**config.mk**
```make
export PLATFORM = sky130hd
export DESIGN_NAME = i2cm_csr_bank
export DESIGN_NICKNAME = d
export VERILOG_FILES = /design/src/rtl/i2cm_csr_pkg.sv /design/src/rtl/i2cm_csr_decode.sv /design/src/rtl/i2cm_csr_cfg.sv /design/src/rtl/i2cm_csr_stat.sv /design/src/rtl/i2cm_csr_bank.sv
export SDC_FILE = /design/constraint.sdc
export NUM_CORES = 1
export LEC_CHECK = 0
export CORE_MARGIN = 2
export CORE_UTILIZATION = 55
export DETAILED_ROUTE_END_ITERATION = 8
export DONT_BUFFER_PORTS = 1
export HOLD_SLACK_MARGIN = 0.1
export PLACE_DENSITY = 0.69
export SLEW_MARGIN = 20
export SYNTH_ARGS = -nofsm -noshare
export SYNTH_HDL_FRONTEND = slang
export SYNTH_SLANG_ARGS = --single-unit
```
**constraint.sdc**
```tcl
create_clock -name clk -period 2.85 [get_ports clk]
set_input_delay 0.1425 -clock clk [delete_from_list [all_inputs] [get_ports clk]]
set_output_delay 0.1425 -clock clk [all_outputs]
set_load 0.005 [all_outputs]
```
**src/rtl/i2cm_csr_pkg.sv**
```systemverilog
package i2cm_csr_pkg;
  localparam int DW  = 8;
  localparam int WIN = 18;

  localparam int OFS_DBUF = 0;
  localparam int OFS_MALO = 4;
  localparam int OFS_MAHI = 5;
  localparam int OFS_CTL  = 6;
  localparam int OFS_MODE = 7;
  localparam int OFS_STS  = 8;
  localparam int OFS_EXT  = 9;
  localparam int OFS_SALO = 10;
  localparam int OFS_SAHI = 11;
  localparam int OFS_CDIV = 12;
  localparam int OFS_IMSK = 13;
  localparam int OFS_XCNT = 14;
  localparam int OFS_XCTL = 15;
  localparam int OFS_DCTL = 16;

  localparam logic [DW-1:0] CTL_MASK  = 8'hFE;
  localparam logic [DW-1:0] MODE_MASK = 8'h3D;
  localparam logic [DW-1:0] STS_W1C   = 8'h0A;
  localparam logic [DW-1:0] EXT_W1C   = 8'h8F;
  localparam logic [DW-1:0] XCNT_MASK = 8'h77;
  localparam logic [DW-1:0] XCTL_W1C  = 8'hF0;
  localparam logic [DW-1:0] DCTL_MASK = 8'h0F;
  localparam logic [DW-1:0] DCTL_RST  = 8'h0F;
  localparam logic [DW-1:0] BUS_FREE  = 8'h40;
  localparam logic [DW-1:0] BUS_BUSY  = 8'h50;

  localparam int CTL_GO     = 0;
  localparam int MODE_IEN   = 2;
  localparam int MODE_FLUSH = 6;
  localparam int STS_IRQ    = 1;
  localparam int XCTL_SRST  = 0;

  // clear-on-one under a mask, then OR in hardware sets (sets dominate)
  function automatic logic [DW-1:0] w1c_next(input logic [DW-1:0] cur,
                                             input logic wr,
                                             input logic [DW-1:0] val,
                                             input logic [DW-1:0] msk,
                                             input logic [DW-1:0] set);
    logic [DW-1:0] clr;
    clr = wr ? (val & msk) : '0;
    return (cur & ~clr) | set;
  endfunction

  function automatic logic [DW-1:0] bus_code(input logic busy);
    return busy ? BUS_BUSY : BUS_FREE;
  endfunction
endpackage

```
**src/rtl/i2cm_csr_decode.sv**
```systemverilog
module i2cm_csr_decode #(
  parameter int AW  = 5,
  parameter int WIN = 18
) (
  input  logic          wr_en,
  input  logic [AW-1:0] addr,
  output logic [WIN-1:0] wr_sel
);
  generate
    for (genvar i = 0; i < WIN; i++) begin : g_sel
      assign wr_sel[i] = wr_en && (addr == AW'(i));
    end
  endgenerate
endmodule

```
**src/rtl/i2cm_csr_cfg.sv**
```systemverilog
module i2cm_csr_cfg
  import i2cm_csr_pkg::*;
(
  input  logic          clk,
  input  logic          rst_n,
  input  logic          soft_rst,
  input  logic          wr_ctl,
  input  logic          wr_mode,
  input  logic          wr_malo,
  input  logic          wr_mahi,
  input  logic          wr_salo,
  input  logic          wr_sahi,
  input  logic          wr_cdiv,
  input  logic          wr_imsk,
  input  logic          wr_xcnt,
  input  logic          wr_dctl,
  input  logic [DW-1:0] wdata,
  output logic [DW-1:0] ctl,
  output logic [DW-1:0] mode,
  output logic [DW-1:0] clkdiv,
  output logic [DW-1:0] imask,
  output logic [DW-1:0] xcnt,
  output logic [DW-1:0] dctl,
  output logic [2*DW-1:0] madr,
  output logic [2*DW-1:0] saddr
);
  always_ff @(posedge clk or negedge rst_n) begin
    if (!rst_n) begin
      ctl <= '0; mode <= '0; clkdiv <= '0; imask <= '0; xcnt <= '0;
      dctl <= DCTL_RST;
    end else if (soft_rst) begin
      ctl <= '0; mode <= '0; clkdiv <= '0; imask <= '0; xcnt <= '0;
      dctl <= DCTL_RST;
    end else begin
      if (wr_ctl)  ctl    <= wdata & CTL_MASK;
      if (wr_mode) mode   <= wdata & MODE_MASK;
      if (wr_cdiv) clkdiv <= wdata;
      if (wr_imsk) imask  <= wdata;
      if (wr_xcnt) xcnt   <= wdata & XCNT_MASK;
      if (wr_dctl) dctl   <= wdata & DCTL_MASK;
    end
  end

  // address bytes: hard reset only, soft reset leaves them
  always_ff @(posedge clk or negedge rst_n) begin
    if (!rst_n) begin
      madr  <= '0;
      saddr <= '0;
    end else begin
      if (wr_malo) madr[DW-1:0]     <= wdata;
      if (wr_mahi) madr[2*DW-1:DW]  <= wdata;
      if (wr_salo) saddr[DW-1:0]    <= wdata;
      if (wr_sahi) saddr[2*DW-1:DW] <= wdata;
    end
  end

  p_mode_mask_r2: assert property (@(posedge clk) disable iff (!rst_n)
    wr_mode |=> mode == ($past(wdata) & MODE_MASK));
  p_xcnt_mask_r7: assert property (@(posedge clk) disable iff (!rst_n)
    wr_xcnt |=> xcnt == ($past(wdata) & XCNT_MASK));
  p_addr_keep_r8: assert property (@(posedge clk) disable iff (!rst_n)
    soft_rst |=> $stable(madr) && $stable(saddr) && dctl == DCTL_RST);
endmodule

```
**src/rtl/i2cm_csr_stat.sv**
```systemverilog
module i2cm_csr_stat
  import i2cm_csr_pkg::*;
(
  input  logic          clk,
  input  logic          rst_n,
  input  logic          wr_sts,
  input  logic          wr_ext,
  input  logic          wr_xctl,
  input  logic [DW-1:0] wdata,
  input  logic          irq_en,
  input  logic          irq_req,
  input  logic [DW-1:0] sts_set,
  input  logic [DW-1:0] ext_set,
  input  logic [DW-1:0] xctl_set,
  output logic          soft_rst,
  output logic [DW-1:0] sts,
  output logic [DW-1:0] ext_sts,
  output logic [DW-1:0] xctl,
  output logic          irq
);
  logic          irq_raise;
  logic          irq_ack;
  logic [DW-1:0] sts_hw_set;

  assign soft_rst   = wr_xctl && wdata[XCTL_SRST];
  assign irq_raise  = irq_req && irq_en;
  assign irq_ack    = wr_sts && wdata[STS_IRQ] && irq_en;
  assign sts_hw_set = sts_set | (irq_raise ? DW'(1 << STS_IRQ) : '0);

  always_ff @(posedge clk or negedge rst_n) begin
    if (!rst_n) begin
      sts <= '0; ext_sts <= BUS_FREE; xctl <= '0; irq <= 1'b0;
    end else if (soft_rst) begin
      sts <= '0; ext_sts <= BUS_FREE; xctl <= '0; irq <= 1'b0;
    end else begin
      sts     <= w1c_next(sts, wr_sts, wdata, STS_W1C, sts_hw_set);
      ext_sts <= w1c_next(ext_sts, wr_ext, wdata, EXT_W1C, ext_set);
      xctl    <= w1c_next(xctl, wr_xctl, wdata, XCTL_W1C, xctl_set);
      if (irq_raise)    irq <= 1'b1;
      else if (irq_ack) irq <= 1'b0;
    end
  end

  p_irq_raise_r4: assert property (@(posedge clk) disable iff (!rst_n)
    (irq_req && irq_en && !soft_rst) |=> irq && sts[STS_IRQ]);
  p_irq_ack_r4: assert property (@(posedge clk) disable iff (!rst_n)
    (wr_sts && wdata[STS_IRQ] && irq_en && !irq_req) |=> !irq);
  p_sts_w1c_r3: assert property (@(posedge clk) disable iff (!rst_n)
    (wr_sts && wdata[3] && !sts_set[3]) |=> !sts[3]);
  p_ext_w1c_r5: assert property (@(posedge clk) disable iff (!rst_n)
    (wr_ext && wdata[7] && !ext_set[7]) |=> !ext_sts[7]);
  p_soft_rst_r8: assert property (@(posedge clk) disable iff (!rst_n)
    soft_rst |=> sts == '0 && xctl == '0 && ext_sts == BUS_FREE && !irq);
endmodule

```
**src/rtl/i2cm_csr_bank.sv**
```systemverilog
module i2cm_csr_bank
  import i2cm_csr_pkg::*;
#(
  parameter int AW = 5
) (
  input  logic          clk,
  input  logic          rst_n,
  input  logic          wr_en,
  input  logic          rd_en,
  input  logic [AW-1:0] addr,
  input  logic [7:0]    wdata,
  output logic [7:0]    rdata,
  input  logic          bus_busy_i,
  input  logic [7:0]    dbuf_rdata_i,
  output logic          dbuf_push_o,
  output logic [7:0]    dbuf_wdata_o,
  output logic          dbuf_pop_o,
  output logic          dbuf_flush_o,
  output logic          xfer_go_o,
  input  logic          irq_req_i,
  input  logic [7:0]    sts_set_i,
  input  logic [7:0]    ext_set_i,
  input  logic [7:0]    xctl_set_i,
  output logic          irq_o,
  output logic [7:0]    ctl_o,
  output logic [7:0]    mode_o,
  output logic [7:0]    sts_o,
  output logic [7:0]    ext_sts_o,
  output logic [7:0]    xctl_o,
  output logic [7:0]    clkdiv_o,
  output logic [7:0]    imask_o,
  output logic [7:0]    xcnt_o,
  output logic [7:0]    dctl_o,
  output logic [15:0]   madr_o,
  output logic [15:0]   saddr_o
);
  logic [WIN-1:0] wr_sel;
  logic           soft_rst;
  logic           wr_unmapped;

  i2cm_csr_decode #(.AW(AW), .WIN(WIN)) u_dec (
    .wr_en(wr_en), .addr(addr), .wr_sel(wr_sel)
  );

  assign wr_unmapped = wr_sel[1] | wr_sel[2] | wr_sel[3] | wr_sel[WIN-1];

  i2cm_csr_cfg u_cfg (
    .clk(clk), .rst_n(rst_n), .soft_rst(soft_rst),
    .wr_ctl(wr_sel[OFS_CTL]), .wr_mode(wr_sel[OFS_MODE]),
    .wr_malo(wr_sel[OFS_MALO]), .wr_mahi(wr_sel[OFS_MAHI]),
    .wr_salo(wr_sel[OFS_SALO]), .wr_sahi(wr_sel[OFS_SAHI]),
    .wr_cdiv(wr_sel[OFS_CDIV]), .wr_imsk(wr_sel[OFS_IMSK]),
    .wr_xcnt(wr_sel[OFS_XCNT]), .wr_dctl(wr_sel[OFS_DCTL]),
    .wdata(wdata),
    .ctl(ctl_o), .mode(mode_o), .clkdiv(clkdiv_o), .imask(imask_o),
    .xcnt(xcnt_o), .dctl(dctl_o), .madr(madr_o), .saddr(saddr_o)
  );

  i2cm_csr_stat u_stat (
    .clk(clk), .rst_n(rst_n),
    .wr_sts(wr_sel[OFS_STS]), .wr_ext(wr_sel[OFS_EXT]), .wr_xctl(wr_sel[OFS_XCTL]),
    .wdata(wdata), .irq_en(mode_o[MODE_IEN]), .irq_req(irq_req_i),
    .sts_set(sts_set_i), .ext_set(ext_set_i), .xctl_set(xctl_set_i),
    .soft_rst(soft_rst), .sts(sts_o), .ext_sts(ext_sts_o), .xctl(xctl_o),
    .irq(irq_o)
  );

  assign dbuf_push_o  = wr_sel[OFS_DBUF];
  assign dbuf_wdata_o = wdata;
  assign dbuf_pop_o   = rd_en && (addr == AW'(OFS_DBUF));
  assign dbuf_flush_o = wr_sel[OFS_MODE] && wdata[MODE_FLUSH];
  assign xfer_go_o    = wr_sel[OFS_CTL] && wdata[CTL_GO];

  always_comb begin
    rdata = '0;
    if (rd_en) begin
      case (int'(addr))
        OFS_DBUF: rdata = dbuf_rdata_i;
        OFS_MALO: rdata = madr_o[7:0];
        OFS_MAHI: rdata = madr_o[15:8];
        OFS_CTL:  rdata = ctl_o;
        OFS_MODE: rdata = mode_o;
        OFS_STS:  rdata = sts_o;
        OFS_EXT:  rdata = bus_code(bus_busy_i);
        OFS_SALO: rdata = saddr_o[7:0];
        OFS_SAHI: rdata = saddr_o[15:8];
        OFS_CDIV: rdata = clkdiv_o;
        OFS_IMSK: rdata = imask_o;
        OFS_XCNT: rdata = xcnt_o;
        OFS_XCTL: rdata = xctl_o;
        OFS_DCTL: rdata = dctl_o;
        default:  rdata = '0;
      endcase
    end
  end

  p_bus_code_r6: assert property (@(posedge clk) disable iff (!rst_n)
    (rd_en && addr == AW'(OFS_EXT)) |-> (rdata[6] && (rdata[4] == bus_busy_i)));
  p_unmapped_wr_r9: assert property (@(posedge clk) disable iff (!rst_n)
    (wr_unmapped && sts_set_i == '0 && ext_set_i == '0 && xctl_set_i == '0 && !irq_req_i)
      |=> $stable(ctl_o) && $stable(mode_o) && $stable(sts_o) && $stable(madr_o)
          && $stable(xcnt_o) && $stable(dctl_o) && $stable(xctl_o));
endmodule

```
==> impl_results.md <==
* Initial DRC Count at 287
* Ports at about 180
* Register area at 0.002384 sq mm
* Clk_skew at 0.1626 ps
* Final wirelength at 16350 um
* Multiplexer area fraction after synthesis at 16.30%
* Worst Hold Class: in2reg
* Synth Area in Adders at 0%
* Core ar. at 0.008721 sq mm
* DRT antenna net count at 0
* Crit Path Class: reg2out
* Flops & latches, synth at 95
* Placement Rows at 34
* Via-per-instance ratio at around 6.7
* Sequential-to-total area share from yosys stat at between 40 and 50%
* Post-synth EDFFs at 0
* Pin count of the biggest net entering global routing at 96
* Placed inst area at 0.004817 sq mm
* Number of global-route vias before repair at 3987
* Die height at roughly 99 um
* Hold path cells at 2
* Worst-skew pair later-pin latency at 360 ps
* First-pass GRT wire length at 25110 um
* Largest family of logic cells by synthesized area: multiplexers
* Synth Instances at approximately 470
* GRT Util Overall at 34.16%
* Cell accounting for the most synthesized area: dfrtp_1
* WHS Endpoint: u_cfg.madr[5]
* Max_cap viols at 0
* Register clock-pin slew on the reported worst setup and hold paths at roughly 100 ps
* Ys flop type: dfrtp_1
* Most frequent cell after synthesis: dfrtp_1
* Compound-Gate Fraction of Synth Area at 13.30%
* DR vias at 3942
* TritonRoute pass-1 iters at 5
* Least-Margin Pin Slew at 1015 ps
* Die W at 98.94 um
* Initial antenna violation count at 0
* Clock sink count at 95
* Area contributors post-synth: dfrtp_1 (45%), mux2_2 (8.2%), mux2i_1 (7.7%)
* Fin. Hold Viols at 0
* Share of cells above drive strength 1 at between 10% and 20%
* Simple-gate portion of the synthesized area at 15.22%
* Max-Slew Margin vs Limit at 32.08%
* FF-to-FF End: u_stat.xctl[6]
* Grt total ovfl at 0
* Crit path max fanout at 3
* Fill cell count at 721
* Syn Std Cell Area at 0.004957 sq mm
* Final Cell Area at 0.005421 sq mm
* Multi-input logic area at 0.002261 sq mm
* Clk root buf: clkbuf_8
* Post-synth top cells: dfrtp_1 (90), nor2_1 (54), mux2i_1 (38), mux2_2 (36), buf_4 (26)
* Routed len/inst at ~28 um
* Netlist cell types at 60
* Max Slew Vio Count at 0
* Postcts setup bufs at 0
* Reg2reg path depth at 3
* Setup slack, reg-to-reg at 1420 ps
* Setup TNS at 0 ps
* Xor/xnor share of the synthesized area at 0%
* Cts bufs inserted at 9
* Crit. End Element: output port
* Port bufs at 0
* Power per cell area at approximately 570 mW/mm^2
* RD Place Congestion at 0.9345
* HP Start: wr_en
* Period utilization at 66.20%
* Fmax at 0.5300 GHz
* Fin crit period at around 1900 ps
* DP Wirelength at 10750 um
* Maximum vdd drop at roughly 0.35 mV
* Initial core utilization at 56.84%
* # nets final at between 500 and 600
* Finish-stage setup viols at 0
* CTS H-Tree Depth at 3
* Die area at 0.009788 sq mm
* TritonCTS clock tree: built
* RSZ-0062 raised after global routing: false
* Reg-to-reg startpoint: u_stat.xctl[6]
* CP arrival at roughly 1700 ps
* CP Launch Type: register
* CP required at 2710 ps
* Synthesis Warnings at 0
* Clock Path Buffers at 2
* Remaining DRCs at 0
* Area growth, synth to finish at 9.364%
* Ant diodes at 0
* Post-CTS sizing at 0
* Post-synth top area share at 45.43%
* Outcome: finished, final reports clean
* Number of hold buffers added after cts at 41
* Post-synth ARST share at 100.0%
* Avg Inst Size Synth at 10.50 sq um
* LEAKAGE at 2.252 nW
-- layout make-up --
class                      instances  share of cell area [%]
clock inverter                     4                  0.5770
multi-input combinational        325                   41.70
inverter                           4                  0.2769
sequential                        95                   43.96
tap                              108                   2.493
clock buffer                      12                   2.677
timing repair buffer              44                   8.308
-- placed cells by master (no fill, tap or decap), types with 2 or more instances in the layout --
cell type / n
nor3_1: 11
inv_1: 4
o21a_1: 8
a311oi_1: 2
clkbuf_8: 10
buf_4: 3
conb_1: 10
a211oi_1: 2
nor2_1: 54
mux2i_1: 38
and2_1: 3
dlygate4sd3_1: 40
nand2b_1: 2
and3_1: 6
nand3_1: 10
o2bb2ai_1: 5
mux2_2: 36
nand4_1: 2
nor2_4: 2
dfrtp_1: 90
a21oi_1: 18
nor2b_1: 6
clkinvlp_4: 3
nor4_1: 2
a21boi_0: 8
nand2_1: 23
nor3b_1: 2
nand3b_1: 2
a221oi_1: 4
a22oi_1: 8
clkbuf_1: 2
a32oi_1: 2
a21o_1: 2
a31oi_1: 10
o21ai_0: 14
dfstp_2: 5
nor2_2: 4
a22o_1: 6
-- layer usage --
layer	global-route usage (%)	vias to the layer above	part of all wire (%)
li1	-	1675	-
met4	9.273	0	2.1
met5	0	-	0
met2	55.67	224	48
met1	45.86	2017	41
met3	8.440	26	8.9
-- worst max-delay path by stage --
stage                       start        endpoint  slack (ps)  depth (start not counted)
finish              u_cfg.xcnt[4]        rdata[4]         960                          4
global route        u_cfg.xcnt[4]        rdata[4]         870                          4
CTS                 u_cfg.xcnt[4]        rdata[4]         990                          4
detailed placement        addr[4]   u_cfg.xcnt[0]         930                          5
global placement          addr[4]   u_cfg.xcnt[0]         960                          5
floorplan                 addr[4]  u_cfg.madr[10]        1430                          4
-- worst max-delay path, cell delays in order, from the launching register on --
cell,delay (ps)
dfrtp_1,410
mux2i_1,130
nor4bb_1,340
o21ai_0,140
a31oi_1,340
-- registers in the layout (all words and copies together) (netlist names), 5 cells and up --
name and cells:
u_cfg.xcnt 6, u_cfg.madr 16, u_cfg.mode 5, u_stat.sts 8, u_stat.ext_sts 8, u_cfg.clkdiv 8
u_cfg.ctl 7, u_stat.xctl 8, u_cfg.saddr 16, u_cfg.imask 8
-- cells by family after synthesis --
family,Yosys count
muxes,75
DFF,95
other,1
and+or+nand+nor,144
AOI/OAI and AO/OA,96
buffers and inverters,61
-- power breakdown --
| part | internal (mW) | total (mW) | switching [mW] |
|---|---|---|---|
| Sequential | 1.56 | 1.81 | 0.252 |
| Clock | 0.344 | 0.827 | 0.483 |
| Combinational | 0.236 | 0.474 | 0.239 |
| Total | 2.14 | 3.12 | 0.974 |
-- stage by stage --
| step | cells | total power, mW | util (%) | setup WS [ps] | hold slack [ps] |
|---|---|---|---|---|---|
| 3_3_place_gp | 535 | 2.193 | 55.24 | 964.9 | -151.2 |
| 3_5_place_dp | 535 | 2.214 | 55.24 | 930.8 | -151.3 |
| 5_1_grt | 592 | 3.241 | 62.17 | 873.7 | 168.8 |
| 6_report | 592 | 3.116 | 62.17 | 963.2 | 159.1 |
| 2_1_floorplan | 481 | 2.107 | - | 1427 | -153.1 |
| 4_1_cts | 592 | 3.116 | 62.17 | 994.8 | 139.3 |
(Power assumes the default switching activity.)
